`src/rtl/cpu8_pkg.sv`:
```
// Package with the shared types of the 8-bit core.
// Assumes the 16-bit instruction format: opcode in the top nibble.
package cpu8_pkg;

    typedef enum logic [3:0] {
        OP_ADD  = 4'h0,
        OP_SUB  = 4'h1,
        OP_AND  = 4'h2,
        OP_OR   = 4'h3,
        OP_XOR  = 4'h4,
        OP_SHL  = 4'h5,
        OP_SHR  = 4'h6,
        OP_MUL  = 4'h7,
        OP_DIV  = 4'h8,
        OP_CMP  = 4'h9,
        OP_LD   = 4'hA,
        OP_ST   = 4'hB,
        OP_JMP  = 4'hC,
        OP_BR   = 4'hD,
        OP_CALL = 4'hE,
        OP_HLT  = 4'hF
    } op_e;

    typedef enum logic [3:0] {
        ST_FETCH_HI,
        ST_FETCH_LO,
        ST_ADDR_HI,
        ST_ADDR_LO,
        ST_LATCH,
        ST_EXEC,
        ST_LOAD,
        ST_PUSH_HI,
        ST_PUSH_LO,
        ST_HALT
    } state_e;

    typedef struct packed {
        logic z;
        logic n;
        logic c;
        logic v;
    } flags_t;

    // True for the opcodes that carry a trailing address word
    function automatic logic needs_addr(input logic [3:0] opc);
        return (opc >= 4'hA) && (opc <= 4'hE);
    endfunction

endpackage

```
`src/rtl/cpu8_alu.sv`:
```
// Combinational ALU for opcodes 0x0..0x9.
// Produces the result byte and the four flags. Assumes W >= 2.
// The caller decides whether the result is written back.
module cpu8_alu
    import cpu8_pkg::*;
#(
    parameter int W = 8
) (
    input  op_e            op,
    input  logic [W-1:0]   a,
    input  logic [W-1:0]   b,
    output logic [W-1:0]   y,
    output flags_t         fl
);

    logic [W:0] sum;
    logic [W:0] dif;

    assign sum = {1'b0, a} + {1'b0, b};
    assign dif = {1'b0, a} - {1'b0, b};

    // Result and carry/overflow selection per opcode
    always_comb begin
        y    = a;
        fl.c = 1'b0;
        fl.v = 1'b0;
        case (op)
            OP_ADD: begin
                y    = sum[W-1:0];
                fl.c = sum[W];
                fl.v = ~(a[W-1] ^ b[W-1]) & (a[W-1] ^ sum[W-1]);
            end
            OP_SUB, OP_CMP: begin
                y    = dif[W-1:0];
                fl.c = ~dif[W];
                fl.v = (a[W-1] ^ b[W-1]) & (a[W-1] ^ dif[W-1]);
            end
            OP_AND:  y = a & b;
            OP_OR:   y = a | b;
            OP_XOR:  y = a ^ b;
            OP_SHL:  y = {a[W-2:0], 1'b0};
            OP_SHR:  y = {1'b0, a[W-1:1]};
            OP_MUL:  y = a * b;
            OP_DIV:  y = (b == '0) ? '1 : a / b;
            default: y = a;
        endcase
        fl.z = (y == '0);
        fl.n = y[W-1];
    end

    // Result checks: sum undoes by subtraction, zero divisor saturates
    always_comb begin
        if (op == OP_ADD) begin
            p_add_inverse_r3: assert (W'(y - b) == a);
        end
        if (op == OP_DIV && b == '0) begin
            p_div_zero_sat_r3: assert (y == '1);
        end
    end

endmodule

```
`src/rtl/cpu8_cond.sv`:
```
// Branch condition evaluator.
// sel[2:1] picks the flag (0 Z, 1 C, 2 N, 3 V); sel[0] = 1 inverts it.
module cpu8_cond
    import cpu8_pkg::*;
(
    input  flags_t     fl,
    input  logic [2:0] sel,
    output logic       take
);

    logic picked;

    // Flag selection by the upper condition bits
    always_comb begin
        case (sel[2:1])
            2'd0:    picked = fl.z;
            2'd1:    picked = fl.c;
            2'd2:    picked = fl.n;
            default: picked = fl.v;
        endcase
    end

    assign take = sel[0] ? ~picked : picked;

endmodule

```
`src/rtl/cpu8_regfile.sv`:
```
// General register file: N registers of W bits.
// One synchronous write port, two asynchronous read ports.
// Synchronous active-low reset clears every register.
module cpu8_regfile #(
    parameter int W = 8,
    parameter int N = 4,
    localparam int SW = $clog2(N)
) (
    input  logic          clk,
    input  logic          rst_n,
    input  logic          we,
    input  logic [SW-1:0] waddr,
    input  logic [W-1:0]  wdata,
    input  logic [SW-1:0] raddr_a,
    input  logic [SW-1:0] raddr_b,
    output logic [W-1:0]  rdata_a,
    output logic [W-1:0]  rdata_b
);

    logic [W-1:0] regs [N];

    for (genvar g = 0; g < N; g++) begin : g_reg
        // One register with its own decoded write enable
        always_ff @(posedge clk) begin
            if (!rst_n)
                regs[g] <= '0;
            else if (we && waddr == SW'(g))
                regs[g] <= wdata;
        end
    end

    assign rdata_a = regs[raddr_a];
    assign rdata_b = regs[raddr_b];

endmodule

```
`src/rtl/cpu8_core.sv`:
```
// Multi-cycle 8-bit processor core (top).
// Drives a byte-wide memory with one-cycle read latency: a byte read
// strobed in cycle t is present on mem_rdata in cycle t+1.
// Each state issues at most one transaction and captures the byte
// requested by the previous state. Assumes DATA_W = 8, ADDR_W = 16, NREG = 4.
module cpu8_core
    import cpu8_pkg::*;
#(
    parameter int          DATA_W  = 8,
    parameter int          ADDR_W  = 16,
    parameter int          NREG    = 4,
    parameter int          CNT_W   = 16,
    parameter logic [15:0] SP_INIT = 16'hFFFE
) (
    input  logic              clk,
    input  logic              rst_n,
    output logic [ADDR_W-1:0] mem_addr,
    output logic              mem_rd,
    output logic              mem_wr,
    output logic [DATA_W-1:0] mem_wdata,
    input  logic [DATA_W-1:0] mem_rdata,
    output logic              halted,
    output logic [ADDR_W-1:0] pc,
    output logic [ADDR_W-1:0] sp,
    output logic [3:0]        flags,
    output logic [CNT_W-1:0]  instr_count
);

    localparam int RSEL_W = $clog2(NREG);
    localparam int OPC_W  = 4;

    state_e              state_q;
    logic [ADDR_W-1:0]   pc_q;
    logic [ADDR_W-1:0]   sp_q;
    logic [DATA_W-1:0]   ir_hi_q;
    logic [2:0]          cond_q;
    logic [ADDR_W-1:0]   tgt_q;
    flags_t              flags_q;
    logic                halt_q;
    logic [CNT_W-1:0]    cnt_q;

    op_e                 op;
    logic [RSEL_W-1:0]   rd_sel;
    logic [RSEL_W-1:0]   rs_sel;
    logic [ADDR_W-1:0]   pc_p2;
    logic [ADDR_W-1:0]   pc_p4;
    logic [DATA_W-1:0]   opa;
    logic [DATA_W-1:0]   opb;
    logic [DATA_W-1:0]   alu_y;
    flags_t              alu_fl;
    logic                br_take;
    logic                rf_we;
    logic [DATA_W-1:0]   rf_wdata;

    assign op     = op_e'(ir_hi_q[DATA_W-1 -: OPC_W]);
    assign rd_sel = ir_hi_q[DATA_W-OPC_W-1 -: RSEL_W];
    assign rs_sel = ir_hi_q[DATA_W-OPC_W-RSEL_W-1 -: RSEL_W];
    assign pc_p2  = pc_q + ADDR_W'(2);
    assign pc_p4  = pc_q + ADDR_W'(4);

    cpu8_regfile #(.W(DATA_W), .N(NREG)) u_rf (
        .clk     (clk),
        .rst_n   (rst_n),
        .we      (rf_we),
        .waddr   (rd_sel),
        .wdata   (rf_wdata),
        .raddr_a (rd_sel),
        .raddr_b (rs_sel),
        .rdata_a (opa),
        .rdata_b (opb)
    );

    cpu8_alu #(.W(DATA_W)) u_alu (
        .op (op),
        .a  (opa),
        .b  (opb),
        .y  (alu_y),
        .fl (alu_fl)
    );

    cpu8_cond u_cond (
        .fl   (flags_q),
        .sel  (cond_q),
        .take (br_take)
    );

    // Register write-back: ALU results in execute, load data one state later
    always_comb begin
        rf_we    = (state_q == ST_EXEC && op <= OP_DIV) || (state_q == ST_LOAD);
        rf_wdata = (state_q == ST_LOAD) ? mem_rdata : alu_y;
    end

    // Memory transaction issued by the current state
    always_comb begin
        mem_addr  = '0;
        mem_rd    = 1'b0;
        mem_wr    = 1'b0;
        mem_wdata = '0;
        case (state_q)
            ST_FETCH_HI: begin mem_addr = pc_q;                  mem_rd = 1'b1; end
            ST_FETCH_LO: begin mem_addr = pc_q + ADDR_W'(1);     mem_rd = 1'b1; end
            ST_ADDR_HI:  begin mem_addr = pc_p2;                 mem_rd = 1'b1; end
            ST_ADDR_LO:  begin mem_addr = pc_q + ADDR_W'(3);     mem_rd = 1'b1; end
            ST_EXEC: begin
                if (op == OP_LD) begin
                    mem_addr = tgt_q;
                    mem_rd   = 1'b1;
                end else if (op == OP_ST) begin
                    mem_addr  = tgt_q;
                    mem_wr    = 1'b1;
                    mem_wdata = opb;
                end
            end
            ST_PUSH_HI: begin
                mem_addr  = sp_q - ADDR_W'(1);
                mem_wr    = 1'b1;
                mem_wdata = pc_p4[ADDR_W-1 -: DATA_W];
            end
            ST_PUSH_LO: begin
                mem_addr  = sp_q - ADDR_W'(1);
                mem_wr    = 1'b1;
                mem_wdata = pc_p4[DATA_W-1:0];
            end
            default: ;
        endcase
    end

    // Sequencer and architectural state update
    always_ff @(posedge clk) begin
        if (!rst_n) begin
            state_q <= ST_FETCH_HI;
            pc_q    <= '0;
            sp_q    <= ADDR_W'(SP_INIT);
            ir_hi_q <= '0;
            cond_q  <= '0;
            tgt_q   <= '0;
            flags_q <= '0;
            halt_q  <= 1'b0;
            cnt_q   <= '0;
        end else begin
            case (state_q)
                ST_FETCH_HI: state_q <= ST_FETCH_LO;
                ST_FETCH_LO: begin
                    ir_hi_q <= mem_rdata;
                    state_q <= needs_addr(mem_rdata[DATA_W-1 -: OPC_W]) ? ST_ADDR_HI : ST_LATCH;
                end
                ST_ADDR_HI: begin
                    cond_q  <= mem_rdata[2:0];
                    state_q <= ST_ADDR_LO;
                end
                ST_ADDR_LO: begin
                    tgt_q[ADDR_W-1 -: DATA_W] <= mem_rdata;
                    state_q <= ST_LATCH;
                end
                ST_LATCH: begin
                    if (needs_addr(op))
                        tgt_q[DATA_W-1:0] <= mem_rdata;
                    else
                        cond_q <= mem_rdata[2:0];
                    state_q <= ST_EXEC;
                end
                ST_EXEC: begin
                    state_q <= ST_FETCH_HI;
                    if (op <= OP_CMP) begin
                        flags_q <= alu_fl;
                        pc_q    <= pc_p2;
                        cnt_q   <= cnt_q + 1'b1;
                    end else begin
                        case (op)
                            OP_LD:   state_q <= ST_LOAD;
                            OP_ST: begin
                                pc_q  <= pc_p4;
                                cnt_q <= cnt_q + 1'b1;
                            end
                            OP_JMP: begin
                                pc_q  <= tgt_q;
                                cnt_q <= cnt_q + 1'b1;
                            end
                            OP_BR: begin
                                pc_q  <= br_take ? tgt_q : pc_p4;
                                cnt_q <= cnt_q + 1'b1;
                            end
                            OP_CALL: state_q <= ST_PUSH_HI;
                            default: begin
                                halt_q  <= 1'b1;
                                pc_q    <= pc_p2;
                                cnt_q   <= cnt_q + 1'b1;
                                state_q <= ST_HALT;
                            end
                        endcase
                    end
                end
                ST_LOAD: begin
                    flags_q <= '{z: (mem_rdata == '0), n: mem_rdata[DATA_W-1], c: 1'b0, v: 1'b0};
                    pc_q    <= pc_p4;
                    cnt_q   <= cnt_q + 1'b1;
                    state_q <= ST_FETCH_HI;
                end
                ST_PUSH_HI: begin
                    sp_q    <= sp_q - ADDR_W'(1);
                    state_q <= ST_PUSH_LO;
                end
                ST_PUSH_LO: begin
                    sp_q    <= sp_q - ADDR_W'(1);
                    pc_q    <= tgt_q;
                    cnt_q   <= cnt_q + 1'b1;
                    state_q <= ST_FETCH_HI;
                end
                default: state_q <= ST_HALT;
            endcase
        end
    end

    assign halted      = halt_q;
    assign pc          = pc_q;
    assign sp          = sp_q;
    assign flags       = flags_q;
    assign instr_count = cnt_q;

    // a halted core is silent on the memory bus
    p_halt_quiet_r12: assert property (@(posedge clk) disable iff (!rst_n)
        halted |-> (!mem_rd && !mem_wr));

    // a halted core keeps every visible register
    p_halt_frozen_r12: assert property (@(posedge clk) disable iff (!rst_n)
        halted |=> (halted && $stable(pc) && $stable(sp) && $stable(flags) && $stable(instr_count)));

    // read and write never share a cycle
    p_no_rw_clash_r14: assert property (@(posedge clk) disable iff (!rst_n)
        !(mem_rd && mem_wr));

    // the second instruction byte is read from the next address
    p_fetch_pair_r2: assert property (@(posedge clk) disable iff (!rst_n)
        (state_q == ST_FETCH_HI) |=> (mem_rd && mem_addr == $past(mem_addr) + ADDR_W'(1)));

    // the counter never moves by more than one per cycle
    p_count_step_r13: assert property (@(posedge clk) disable iff (!rst_n)
        1'b1 |=> (instr_count == $past(instr_count) || instr_count == $past(instr_count) + 1'b1));

    // the low push lands one byte below the high push
    p_push_pair_r11: assert property (@(posedge clk) disable iff (!rst_n)
        (state_q == ST_PUSH_HI) |=> (mem_wr && mem_addr == $past(mem_addr) - ADDR_W'(1)));

    // sp only moves during the call pushes
    p_sp_call_only_r11: assert property (@(posedge clk) disable iff (!rst_n)
        (state_q != ST_PUSH_HI && state_q != ST_PUSH_LO) |=> $stable(sp));

    // flags survive store, jump, branch, call and halt
    p_flags_kept_r8: assert property (@(posedge clk) disable iff (!rst_n)
        (state_q == ST_EXEC && op >= OP_ST) |=> $stable(flags));

endmodule

```
`config.mk`:
```
export PLATFORM = sky130hd
export DESIGN_NAME = cpu8_core
export DESIGN_NICKNAME = d
export VERILOG_FILES = /design/src/rtl/cpu8_pkg.sv /design/src/rtl/cpu8_alu.sv /design/src/rtl/cpu8_cond.sv /design/src/rtl/cpu8_regfile.sv /design/src/rtl/cpu8_core.sv
export SDC_FILE = /design/constraint.sdc
export NUM_CORES = 1
export LEC_CHECK = 0
export BUFFER_PORTS_ARGS = -buffer_cell sky130_fd_sc_hd__buf_4
export CAP_MARGIN = 20
export CELL_PAD_IN_SITES_DETAIL_PLACEMENT = 1
export CELL_PAD_IN_SITES_GLOBAL_PLACEMENT = 2
export CORE_ASPECT_RATIO = 1.1
export CORE_MARGIN = 2
export CORE_UTILIZATION = 37
export CTS_CLUSTER_DIAMETER = 120
export DETAILED_ROUTE_END_ITERATION = 7
export PLACE_DENSITY_LB_ADDON = 0.1
export SETUP_SLACK_MARGIN = 0.15
export SYNTH_ARGS = -nofsm -noshare
export SYNTH_HDL_FRONTEND = slang
export SYNTH_SLANG_ARGS = --single-unit
```
`constraint.sdc`:
```
create_clock -name clk -period 13 [get_ports clk]
set_clock_uncertainty 0.05 [all_clocks]
set_input_delay 0.65 -clock clk [delete_from_list [all_inputs] [get_ports clk]]
set_output_delay 0.65 -clock clk [all_outputs]
set_load 0.03 [all_outputs]
```
==> After elaboration in Yosys (flattened, before gate mapping) <==
Memories as Yosys holds them, arrays and structs flattened. A register that Yosys moved wholly into a read port is not among the register bits.
Index checks and enable logic that the tools add are counted.
{ "totals": {"memories": 1, "mem_bits_rw": 32, "regBits": 84, "wordCells": 162, "output_inout_bits": 79, "input_bits": 10} }
{ "memory_table": {"columns": ["name", "words", "width", "read_ports", "rd_ports_with_merged_regs", "write_ports", "line_no", "rtl"], "rows": [
  ["u_rf.regs", 4, 8, 2, 2, 4, "cpu8_regfile.sv:20", "logic [W-1:0] regs [N];"]
]} }
{ "op_classes": {"multipliers": 1, "n_reduce_logical": 32, "eq_ne": 30, "div_mod_pow": 1, "add_sub_neg": 8, "muxes": 53, "magnitude_cmp": 6, "bitwise": 17} }
{ "ops": {"columns": ["cell", "n"], "rows": [
  ["16-bit 2-to-1 mux", 6],
  ["16-bit one-hot mux with 6 select lines", 1],
  ["8-bit one-hot mux with 9 select lines", 1],
  ["8-bit 2-to-1 mux", 8],
  ["16-bit one-hot mux with 4 select lines", 1],
  ["16-bit one-hot mux with 3 select lines", 1],
  ["16-bit by 1-bit adder with 16-bit output (second input constant)", 2],
  ["16-bit by 2-bit adder with 16-bit output (second input constant)", 2],
  ["4-bit by 3-bit == test with 1-bit output (second input constant)", 8],
  ["4-bit == test (second input constant)", 8],
  ["16-bit one-hot mux with 2 select lines", 1],
  ["4-bit one-hot mux with 8 select lines", 1],
  ["8-bit zero test", 3],
  ["8-bit one-hot mux with 3 select lines", 1],
  ["1-bit 2-to-1 mux", 17],
  ["16-bit by 3-bit adder with 16-bit output (second input constant)", 1],
  ["4-bit by 2-bit == test with 1-bit output (second input constant)", 4],
  ["4-bit less-or-equal comparator (second input constant)", 4],
  ["16-bit by 1-bit subtractor with 16-bit output (second input constant)", 1],
  ["4-bit one-hot mux with 3 select lines", 1],
  ["2-bit AND reduction", 5],
  ["8-bit by 8-bit adder with 9-bit output", 1],
  ["8-bit by 8-bit subtractor with 9-bit output", 1],
  ["8-bit bitwise AND", 1],
  ["34 further kinds", 68]
]} }

==> Longest topological paths before layout <==
Gate-level depths: netlist (run 1).
{ "depth": {"ltp_word": 8, "depth_mapped": 56, "mapped_depth_nobuf": 53} }

==> Modules after synthesis <==
From an unflattened synthesis (run 1), not the netlist that was laid out.
{ "hier_totals": {"cells_unflattened": 1398, "area_unflattened_um2": 11149.4} }
{ "modules_own_cells": {"columns": ["mod", "cells_each", "instances", "seq_area_each_um2", "area_per_inst_um2"], "rows": [
  ["cpu8_core", 751, 1, 1681.6, 5496.5],
  ["cpu8_alu", 550, 1, 0.0, 3992.6],
  ["cpu8_regfile", 95, 1, 960.9, 1629.1],
  ["cpu8_cond", 2, 1, 0.0, 31.3]
]} }

==> Worst setup path before layout (run 1) <==
No wires, ideal clock.
{ "synth_timing": {"kind": "register to register", "startpoint": "register with a tool-made name", "endpoint": "register flags_q, in the netlist flags[3]", "path_stages_with_launch": 50, "slack_ps": 1579, "synth_period_minus_slack_ps": 11421, "setup_time_ps": 74, "n_path_buf": 3, "t_required_ps": 12876, "arrival_ps": 11297, "path_cell_list": "dfxtp_1 buf_6 mux4_2 nor4_4 and3_1 a21oi_1 ha_1 a21o_1 a31o_2 o21a_1 ha_1 o21a_1 o21a_1 o211ai_4 mux2i_1 ha_1 o21a_1 o21a_1 [14 not listed] mux2_2 ha_1 o21ai_0 nand2b_1 a31oi_1 o31ai_1 clkbuf_1 mux2i_1 ha_1 a21boi_0 o21a_1 o21ai_0 a21oi_1 o41ai_1 a22oi_1 nand4bb_1 or4_1 o21ai_0"} }
{ "synth_lines": {"columns": ["item", "line_no", "rtl"], "rows": [
  ["end signal, assigned", "cpu8_core.sv:165", "flags_q <= alu_fl;"],
  ["end signal, assigned", "cpu8_core.sv:194", "flags_q <= '{z: (mem_rdata == '0), n: mem_rdata[DATA_W-1], c: 1'b0, v: 1'b0};"],
  ["end, declared", "cpu8_core.sv:38", "flags_t flags_q;"]
]} }

==> results.ini, run 1 <==
[run_status]
status=finished clean

[setup_path]
cp.depth=48
regToRegEndpoint=flags[3]$_SDFFE_PN0P_
crit_fanout=11
endpoint=flags[3]$_SDFFE_PN0P_
critPathSlowestCell=mux4_2
start_kind=register
r2r_cells=48
required_ns=13.30
regToRegSetupSlack_ns=1.17
critPathBufInv=1
cp_top_family=compound AO/OA/AOI/OAI gates
crit_top_cell=ha_1
cp.arrival_ns=12.12
slowest_delay_ns=0.62
critPathCaptureType=register
criticalPathCategory=reg -> reg

[power_and_ir_drop]
p_per_area_mw_per_mm2=132.2
swShare=0.3975
seqPwrFrac=0.250
clkPwrFrac=0.294
comb_power_share=0.456
power.total_mw=1.652
cellLeakagePower_nw=5.064
p_int_mw=0.9952
ir_drop_mv=0.09200
switching_power_mw=0.6566

[global_routing]
grt_max_degree=56
grt.overflow.total=0
antenna_found_initial=0
globalRouteTotalUtil=0.2756
grt_pass1_wl_um=65120
grt_pass1_vias=10980

[clocking]
clockBufferDepth=2
worstSkewPairLatency_ns=0.43
cts.clk_slew.worst_paths_ns=0.06
cts_made_buffers=17
cts_root_buf=clkbuf_16
cts_tree=built
htree_levels=4
ctsHoldBuffers=0
cts_sinks=120

[final_layout]
antennaDiodeCount=0
layout_commonest_cell=nor2_1
syn2layout_area_growth_pct=15.56
drive_gt1_frac=0.1406
nFillCells=3479
design_area_mm2=0.01250
final_cell_mix=nor2_1, nand2_1, buf_4, a21oi_1, dfxtp_1
utilization=0.4354
fin_nets=1518
layout.cells.non_filler=1790

[synthesis]
syn-cell-area_mm2=0.01082
netlist_instances=1348
ys_seq_area_frac=0.2517
yosys_warnings=0
synth_top_area_cell=dfxtp_1
async_flop_share=0
synthFlopType=dfxtp_1
synth_edf_count=32
yosys.area.top_type_share=0.1629
synth_area_leaders=dfxtp_1, ha_1, edfxtp_1
avgSynthCellArea_um2=8.024
synth_nets=1457
ys_ff_latch=120
synth_cell_types=78

[timing]
maxSlewViolCount=0
hold_violations=0
min_period_over_period=0.9097
fmax_mhz=84.56
setup_viol=0
rsz0062_at_grt=false
fin_crit_ns=11.83
slew-limit-headroom=0.3757
tightest_slew_ns=0.9303
setup_tns_ns=0

[drt]
wl_per_cell_um=23.62
drt-total-wl_um=42280
vias_per_cell=5.930
dr.first_iter.drc_count=511
ant_nets=0
drt_first_pass_iters=5
drc=0
via_count=10610

[floorplanning]
die_h_um=183.3
fp.dieW_um=167.0
rows=65
core_area_mm2=0.02871
die_area_mm2=0.03062
pin_count=89
floorplan.initialDensity=0.3768

[place]
place_inst=1751
portBuffers=88
dpl.hpwl_um=31910
placed_area_mm2=0.01183
gp_congestion=0.8899

[hold_path]
worstHoldPathType=reg -> reg

[job]
drv_cap=0

## how the worst min path moves through the flow
stage                            start                       to  slack, ns  depth (start not counted)
2_1_floorplan  ir_hi_q[0]$_SDFFE_PN0P_                 register       0.39                          2
4_1_cts            halted$_SDFFE_PN0P_      halted$_SDFFE_PN0P_       0.41                          2
3_5_place_dp       halted$_SDFFE_PN0P_      halted$_SDFFE_PN0P_       0.41                          2
5_1_grt            halted$_SDFFE_PN0P_      halted$_SDFFE_PN0P_       0.44                          2
6_report           halted$_SDFFE_PN0P_      halted$_SDFFE_PN0P_       0.41                          2
3_3_place_gp   ir_hi_q[1]$_SDFFE_PN0P_  ir_hi_q[1]$_SDFFE_PN0P_       0.40                          2
## per-layer routing
metal / GRT usage / vias to the layer above / routed length, um
met5: 0 / - / 0
met1: 0.3229 / 5263 / 17640
met4: 0.1383 / 0 / 2043
li1: - / 4997 / -
met2: 0.4904 / 262 / 21150
met3: 0.04100 / 92 / 1450
## state kept, by name, summed over array words and instances, names as in the netlist, named ones only
| register | cells |
|---|---|
| flags | 4 |
| ir_hi_q | 8 |
| tgt_q | 16 |
| halted | 1 |
| sp | 16 |
| state_q | 4 |
| u_rf.regs | 32 |
| instr_count | 16 |
| pc | 16 |
| cond_q | 3 |
## kinds of logic after synthesis
family                   after synthesis  synth area share
buffers and inverters                145           0.05113
multiplexers                          53           0.07623
AND/OR/NAND/NOR                      475            0.2029
XOR/XNOR                              90           0.07415
AO/OA/AOI/OAI                        366            0.2190
flip-flops                           120            0.2517
adder cells (fa/ha/maj)               99            0.1249
## synth_stat cells (all sizes together) (32+ instances only)
cell type and count:
ha 84, a21oi 105, o21ai 84, nand3 42, inv 65, edfxtp 32, clkbuf 67, nand2 139
nor2 150, xnor2 58, dfxtp 88
## power groups by stage
stage | sequential [mW] | clock [mW] | combinational, mW
2_1_floorplan | 0.415 | 0 | 0.545
3_3_place_gp | 0.421 | 0 | 0.721
3_5_place_dp | 0.421 | 0 | 0.742
4_1_cts | 0.413 | 0.494 | 0.746
5_1_grt | 0.415 | 0.511 | 0.838
6_report | 0.414 | 0.486 | 0.752
## timing repair
| item | CTS | global route |
|---|---|---|
| resized for setup | 0 | 6 |
| setup buffers | 0 | 7 |
| endpoints found under the setup margin | 0 | 8 |
## worst register-to-register path: cells and delay by family, from the launching register on
family	cells	cell delay [ns]
adder cells (fa/ha/maj)	7	2.07
AND/OR/NAND/NOR	9	1.93
buffers and inverters	1	0.23
multiplexers	6	2.32
AO/OA/AOI/OAI	25	4.73
flip-flops	1	0.44
## final cells by class
cell class | instances | area (um2) | share of cell area
clock buffer | 18 | 450.4 | 0.03604
inverter | 69 | 259.0 | 0.02072
clock inverter | 14 | 150.1 | 0.01201
tap | 368 | 460.4 | 0.03684
multi-input combinational | 1083 | 7567 | 0.6054
timing repair buffer | 118 | 885.9 | 0.07087
sequential | 120 | 2726 | 0.2181
## through the flow
step / worst slack, ns / hold WS (ns)
floorplan: 1.579 / 0.3859
global placement: 0.6808 / 0.4004
detailed placement: 0.2061 / 0.4054
CTS: 0.1541 / 0.4150
global route: 0.1464 / 0.4430
finish: 1.174 / 0.4082
No activity file was read; power rests on OpenSTA's default activity.
==> inputs of run 2 (changes only) <==
--- a/config.mk
+++ b/config.mk
@@ -10,12 +10,13 @@
 export CELL_PAD_IN_SITES_DETAIL_PLACEMENT = 1
 export CELL_PAD_IN_SITES_GLOBAL_PLACEMENT = 2
 export CORE_ASPECT_RATIO = 1.1
-export CORE_MARGIN = 2
+export CORE_MARGIN = 4
 export CORE_UTILIZATION = 37
 export CTS_CLUSTER_DIAMETER = 120
 export DETAILED_ROUTE_END_ITERATION = 7
 export PLACE_DENSITY_LB_ADDON = 0.1
 export SETUP_SLACK_MARGIN = 0.15
+export SLEW_MARGIN = 0
 export SYNTH_ARGS = -nofsm -noshare
 export SYNTH_HDL_FRONTEND = slang
 export SYNTH_SLANG_ARGS = --single-unit
==> constraint.sdc (replaced) <==
create_clock -name clk -period 12.6 [get_ports clk]
set_clock_uncertainty 0.05 [all_clocks]
set_input_delay 0.63 -clock clk [delete_from_list [all_inputs] [get_ports clk]]
set_output_delay 0.63 -clock clk [all_outputs]
set_load 0.03 [all_outputs]
==> run 2 against run 1 <==
Utilization increased by 0.16 points. Sequential share of layout area down 0.14 points. Clock-buffer cell count increased by 1. Critical path type unchanged. Largest power group unchanged. Highest routed layer unchanged.
==> results.ini, run 2 (same netlist as run 1, synthesis figures left out) <==
[final_layout]
utilization=0.4369  ; +0.001551
antennaDiodeCount=0  ; unchanged
regMostFlops=u_rf.regs
design_area_mm2=0.01258  ; +0.64%
drive_gt1_frac=0.1476  ; +0.006905
syn2layout_area_growth_pct=16.30
layout_commonest_cell=nor2_1
fin_nets=1526  ; +0.53%
final_cell_mix=nor2_1, nand2_1, buf_4, a21oi_1, dfxtp_1
largest_register_ffs=32  ; unchanged
nFillCells=3531  ; +1.5%
layout.cells.non_filler=1798  ; +0.45%

[power_and_ir_drop]
cellLeakagePower_nw=5.098  ; +0.67%
p_per_area_mw_per_mm2=137.4  ; +3.9%
power.total_mw=1.728  ; +4.6%
ir_drop_mv=0.06094  ; -34%

[timing]
maxSlewViolCount=0  ; unchanged
min_period_over_period=0.9305  ; +0.02086
slew-limit-headroom=0.1206  ; -0.2551
fmax_mhz=85.29  ; +0.86%
hold_violations=0  ; unchanged
fin_hold_ws_ns=0.4172  ; +0.009055 ns
setup_viol=0  ; unchanged
fin_crit_ns=11.72  ; -0.1010 ns
tightest_slew_ns=1.286  ; +0.3556 ns
rsz0062_at_grt=false

[clocking]
clockBufferDepth=2  ; unchanged
htree_levels=4  ; unchanged
ctsHoldBuffers=0  ; unchanged
cts_root_buf=clkbuf_16
cts_made_buffers=17  ; unchanged
cts_tree=built
cts.clk_slew.worst_paths_ns=0.06  ; about the same
cts_sinks=120  ; unchanged
worstSkewPairLatency_ns=0.43  ; about the same

[setup_path]
slowest_delay_ns=0.61  ; about the same
regToRegSetupSlack_ns=0.88  ; -0.30 ns
critPathCaptureType=register
crit_fanout=11  ; unchanged
r2r_cells=49  ; +2.1%
cp_top_family=compound AO/OA/AOI/OAI gates
critPathSlowestCell=mux4_2
cp.arrival_ns=12.03  ; -0.09 ns
critPathBufInv=3  ; +2
criticalPathCategory=reg -> reg
start_kind=register
regToRegEndpoint=flags[3]$_SDFFE_PN0P_
required_ns=12.90  ; -0.40 ns

[global_routing]
grt_max_degree=57  ; +1.8%
antenna_found_initial=0  ; unchanged
globalRouteTotalUtil=0.2633  ; -0.01230
grt.overflow.total=0  ; unchanged
grt_pass1_wl_um=65850  ; +1.1%
grt_pass1_vias=11070  ; +0.81%

[place]
portBuffers=88  ; unchanged
gp_congestion=0.9222  ; +3.6%
dpl.hpwl_um=32030  ; +0.38%
placed_area_mm2=0.01184  ; about the same
place_inst=1752  ; +0.057%

[drt]
wl_per_cell_um=23.81  ; +0.83%
drt_first_pass_iters=5  ; unchanged
drc=0  ; unchanged
vias_per_cell=5.972  ; +0.72%
via_count=10740  ; +1.2%
ant_nets=0  ; unchanged
dr.first_iter.drc_count=681  ; +33%
drt-total-wl_um=42820  ; +1.3%

[job]
drv_cap=0  ; unchanged

[floorplanning]
die_area_mm2=0.03204  ; +4.6%
fp.dieW_um=171.0  ; +2.4%
core_area_mm2=0.02879  ; +0.28%
rows=65  ; unchanged
floorplan.initialDensity=0.3757  ; -0.001064
die_h_um=187.3  ; +2.2%
pin_count=89  ; unchanged

[hold_path]
worstHoldStart=halted$_SDFFE_PN0P_
worstHoldPathType=reg -> reg
hold_path_end=halted$_SDFFE_PN0P_
hold_depth=2  ; unchanged

[run_status]
status=finished clean

run 2: how the worst max path moves through the flow:
stage,from,to,slack [ns],cells after the start
6_report,register,flags[3]$_SDFFE_PN0P_,0.88,49
5_1_grt,register,flags[3]$_SDFFE_PN0P_,0.03,52
4_1_cts,register,flags[3]$_SDFFE_PN0P_,0.24,50
3_5_place_dp,register,flags[3]$_SDFFE_PN0P_,-0.03,49
3_3_place_gp,register,flags[3]$_SDFFE_PN0P_,0.35,49
2_1_floorplan,register,flags[3]$_SDFFE_PN0P_,1.18,49
run 2: worst min-delay path, cell delays in order, from the launching register on:
cell and delay, ns:
dfxtp_1 0.32, inv_1 0.06, a21oi_1 0.05
run 2: report_power, final:
part	internal [mW]	total, mW	switching (mW)	leakage, nW
clock network	0.309	0.510	0.201	0.297
logic	0.337	0.792	0.456	3.76
registers	0.407	0.426	0.0183	1.04
total	1.05	1.73	0.675	5.10
run 2: what timing repair did:
action                     CTS  global route
setup endpoints to repair    5             5
setup buffers                3            11
resized for setup            0            13
pin swaps                    1             4
run 2: layout make-up:
type                       count  area (um2)  area share
multi-input combinational   1083        7579      0.6024
clock buffer                  19       454.2     0.03610
sequential                   120        2726      0.2167
clock inverter                13       155.1     0.01233
timing repair buffer         126       945.9     0.07519
tap                          368       460.4     0.03660
inverter                      69       259.0     0.02059
run 2: stage by stage:
step	setup slack (ns)	setup TNS, ns
2_1_floorplan	1.179	0
3_3_place_gp	0.3504	0
3_5_place_dp	-0.03249	-0.03249
4_1_cts	0.2423	0
5_1_grt	0.02821	0
6_report	0.8754	0
run 2: layer usage:
layer	GRT usage	vias to the layer above	wire length [um]
met2	0.4670	285	21780
met5	0	-	0
met1	0.3276	5348	18000
li1	-	5022	-
met3	0.02854	83	1451
met4	0.09479	0	1584
==> inputs of run 3 (changes only) <==
==> constraint.sdc (replaced) <==
create_clock -name clk -period 12.6 [get_ports clk]
set_clock_uncertainty 0.05 [all_clocks]
set_input_delay 3.15 -clock clk [delete_from_list [all_inputs] [get_ports clk]]
set_output_delay 3.15 -clock clk [all_outputs]
set_load 0.03 [all_outputs]
==> run 3 against run 2 <==
Critical path depth up 1. Wire length is 0.76% higher. Register-to-register slack hardly changed. Utilization about the same. Sequential cell count stayed put. Power increased by 0.51%. Non-clock buffer count grew 5. Die area unchanged. Sequential power hardly changed. Clock power shrank 2%. First-iteration DRC count decreased by 7.2%. Combinational power increased by 2.8%. Critical endpoint unchanged. Highest routed layer unchanged.
==> results.ini, run 3 (same netlist as run 1, synthesis figures left out) <==
[setup_path]
critPathCaptureType=register
required_ns=12.91  ; about the same
r2r_cells=50  ; +2.0%
crit_top_cell=ha_1
slowest_delay_ns=0.60  ; about the same
regToRegEndpoint=flags[3]$_SDFFE_PN0P_
criticalPathCategory=reg -> reg
start_kind=register
crit_fanout=9  ; -2
regToRegSetupSlack_ns=0.89  ; about the same
cp.arrival_ns=12.02  ; about the same
critPathSlowestCell=mux4_2
endpoint=flags[3]$_SDFFE_PN0P_

[run_status]
status=finished clean

[timing]
tightest_slew_ns=0.9943  ; -0.2916 ns
setup_tns_ns=0  ; unchanged
fin_crit_ns=11.71  ; -0.01420 ns
fmax_mhz=85.39  ; +0.12%
slew-limit-headroom=0.3200  ; +0.1994
maxSlewViolCount=0  ; unchanged
hold_violations=0  ; unchanged
setup_viol=0  ; unchanged
rsz0062_at_grt=false
min_period_over_period=0.9294  ; -0.001127

[global_routing]
grt_pass1_vias=11060  ; -0.081%
grt_max_degree=56  ; -1.8%
grt.overflow.total=0  ; unchanged
grt_pass1_wl_um=65960  ; +0.18%
globalRouteTotalUtil=0.2642  ; +0.0009261
antenna_found_initial=0  ; unchanged

[clocking]
cts.clk_slew.worst_paths_ns=0.06  ; about the same
htree_levels=4  ; unchanged
cts_made_buffers=17  ; unchanged
cts_root_buf=clkbuf_16
ctsHoldBuffers=0  ; unchanged
cts_tree=built
clockBufferDepth=2  ; unchanged
cts_sinks=120  ; unchanged
worstSkewPairLatency_ns=0.44  ; about the same

[final_layout]
final_cell_mix=nor2_1, nand2_1, buf_4, a21oi_1, dfxtp_1
utilization=0.4374  ; about the same
regMostFlops=u_rf.regs
largest_register_ffs=32  ; unchanged
design_area_mm2=0.01259  ; about the same
layout.cells.non_filler=1803  ; +0.28%
syn2layout_area_growth_pct=16.41  ; about the same
layout_commonest_cell=nor2_1
drive_gt1_frac=0.1505  ; +0.002970
fin_nets=1531  ; +0.33%
antennaDiodeCount=0  ; unchanged

[power_and_ir_drop]
p_per_area_mw_per_mm2=137.9  ; +0.41%
cellLeakagePower_nw=5.105  ; +0.14%
ir_drop_mv=0.07545  ; +24%

[drt]
ant_nets=0  ; unchanged
drt_first_pass_iters=5  ; unchanged
wl_per_cell_um=23.93  ; +0.48%
via_count=10680  ; -0.50%
drt-total-wl_um=43140  ; +0.76%
dr.first_iter.drc_count=632  ; -7.2%
vias_per_cell=5.926  ; -0.78%
drc=0  ; unchanged

[floorplanning]
die_area_mm2=0.03204  ; unchanged
pin_count=89  ; unchanged
die_h_um=187.3  ; unchanged
core_area_mm2=0.02879  ; unchanged
rows=65  ; unchanged
floorplan.initialDensity=0.3757  ; unchanged
fp.dieW_um=171.0  ; unchanged

[place]
dpl.hpwl_um=32330  ; +0.91%
gp_congestion=0.9280  ; +0.63%
portBuffers=88  ; unchanged
place_inst=1754  ; +0.11%
placed_area_mm2=0.01185  ; +0.13%

[job]
drv_cap=0  ; unchanged

[hold_path]
worstHoldPathType=reg -> reg

run 3: cell types whose count changed in the layout (fill, tap and decap cells not counted), sizes merged:
| cell | before | now |
|---|---|---|
| clkbuf | 19 | 18 |
| bufinv | 2 | 1 |
| buf | 126 | 131 |
| inv | 73 | 74 |
| clkinvlp | 1 | 3 |
| clkinv | 6 | 5 |
run 3: worst min-delay path by stage:
stage / depth (start not counted) / slack (ns) / to / start
2_1_floorplan: 2 / 0.39 / register / ir_hi_q[0]$_SDFFE_PN0P_
3_3_place_gp: 2 / 0.40 / ir_hi_q[1]$_SDFFE_PN0P_ / ir_hi_q[1]$_SDFFE_PN0P_
3_5_place_dp: 2 / 0.41 / ir_hi_q[1]$_SDFFE_PN0P_ / ir_hi_q[1]$_SDFFE_PN0P_
4_1_cts: 2 / 0.41 / register / ir_hi_q[1]$_SDFFE_PN0P_
5_1_grt: 2 / 0.42 / ir_hi_q[1]$_SDFFE_PN0P_ / ir_hi_q[1]$_SDFFE_PN0P_
6_report: 2 / 0.41 / halted$_SDFFE_PN0P_ / halted$_SDFFE_PN0P_
run 3: critical path: cells and delay by family (launching register included):
| family | cells | cell delay [ns] |
|---|---|---|
| buf+inv | 3 | 0.60 |
| mux | 6 | 2.24 |
| simple gates | 9 | 1.82 |
| compound gates | 25 | 4.39 |
| flops | 1 | 0.44 |
| fa+ha+maj | 7 | 2.08 |
run 3: repair_timing:
action / in CTS / in global routing
endpoints found under the hold margin: 0 / 0
pin swaps: 1 / 2
buffers inserted: 3 / 14
gates resized for setup: 0 / 13
setup endpoints to repair: 5 / 5
run 3: report_power, final:
| part | leakage (nW) | switching, mW | internal (mW) |
|---|---|---|---|
| sequential | 1.04 | 0.0161 | 0.407 |
| clock | 0.284 | 0.214 | 0.286 |
| combinational | 3.78 | 0.462 | 0.353 |
run 3: cell type report:
cell class / count / area (um2)
Clock inverter: 14 / 152.6
Inverter: 69 / 259.0
Fill cell: 3517 / 16200
Timing Repair Buffer: 131 / 983.4
Sequential cell: 120 / 2726
Tap cell: 368 / 460.4
Clock buffer: 18 / 439.2
Multi-Input combinational cell: 1083 / 7571
run 3: metal layers:
metal,track usage,share of wire,wire length (um)
met3,0.02515,0.030,1284
met2,0.4607,0.50,21640
met5,0,0,0
met1,0.3281,0.43,18340
met4,0.1170,0.044,1879
run 3: per-stage QoR:
stage / hold WS, ns / total power, mW / setup slack [ns]
2_1_floorplan: 0.3859 / 0.9899 / 1.179
3_3_place_gp: 0.3998 / 1.179 / 0.4223
3_5_place_dp: 0.4054 / 1.199 / -0.1332
4_1_cts: 0.4150 / 1.704 / 0.1891
5_1_grt: 0.4225 / 1.846 / 0.009659
6_report: 0.4124 / 1.737 / 0.8896
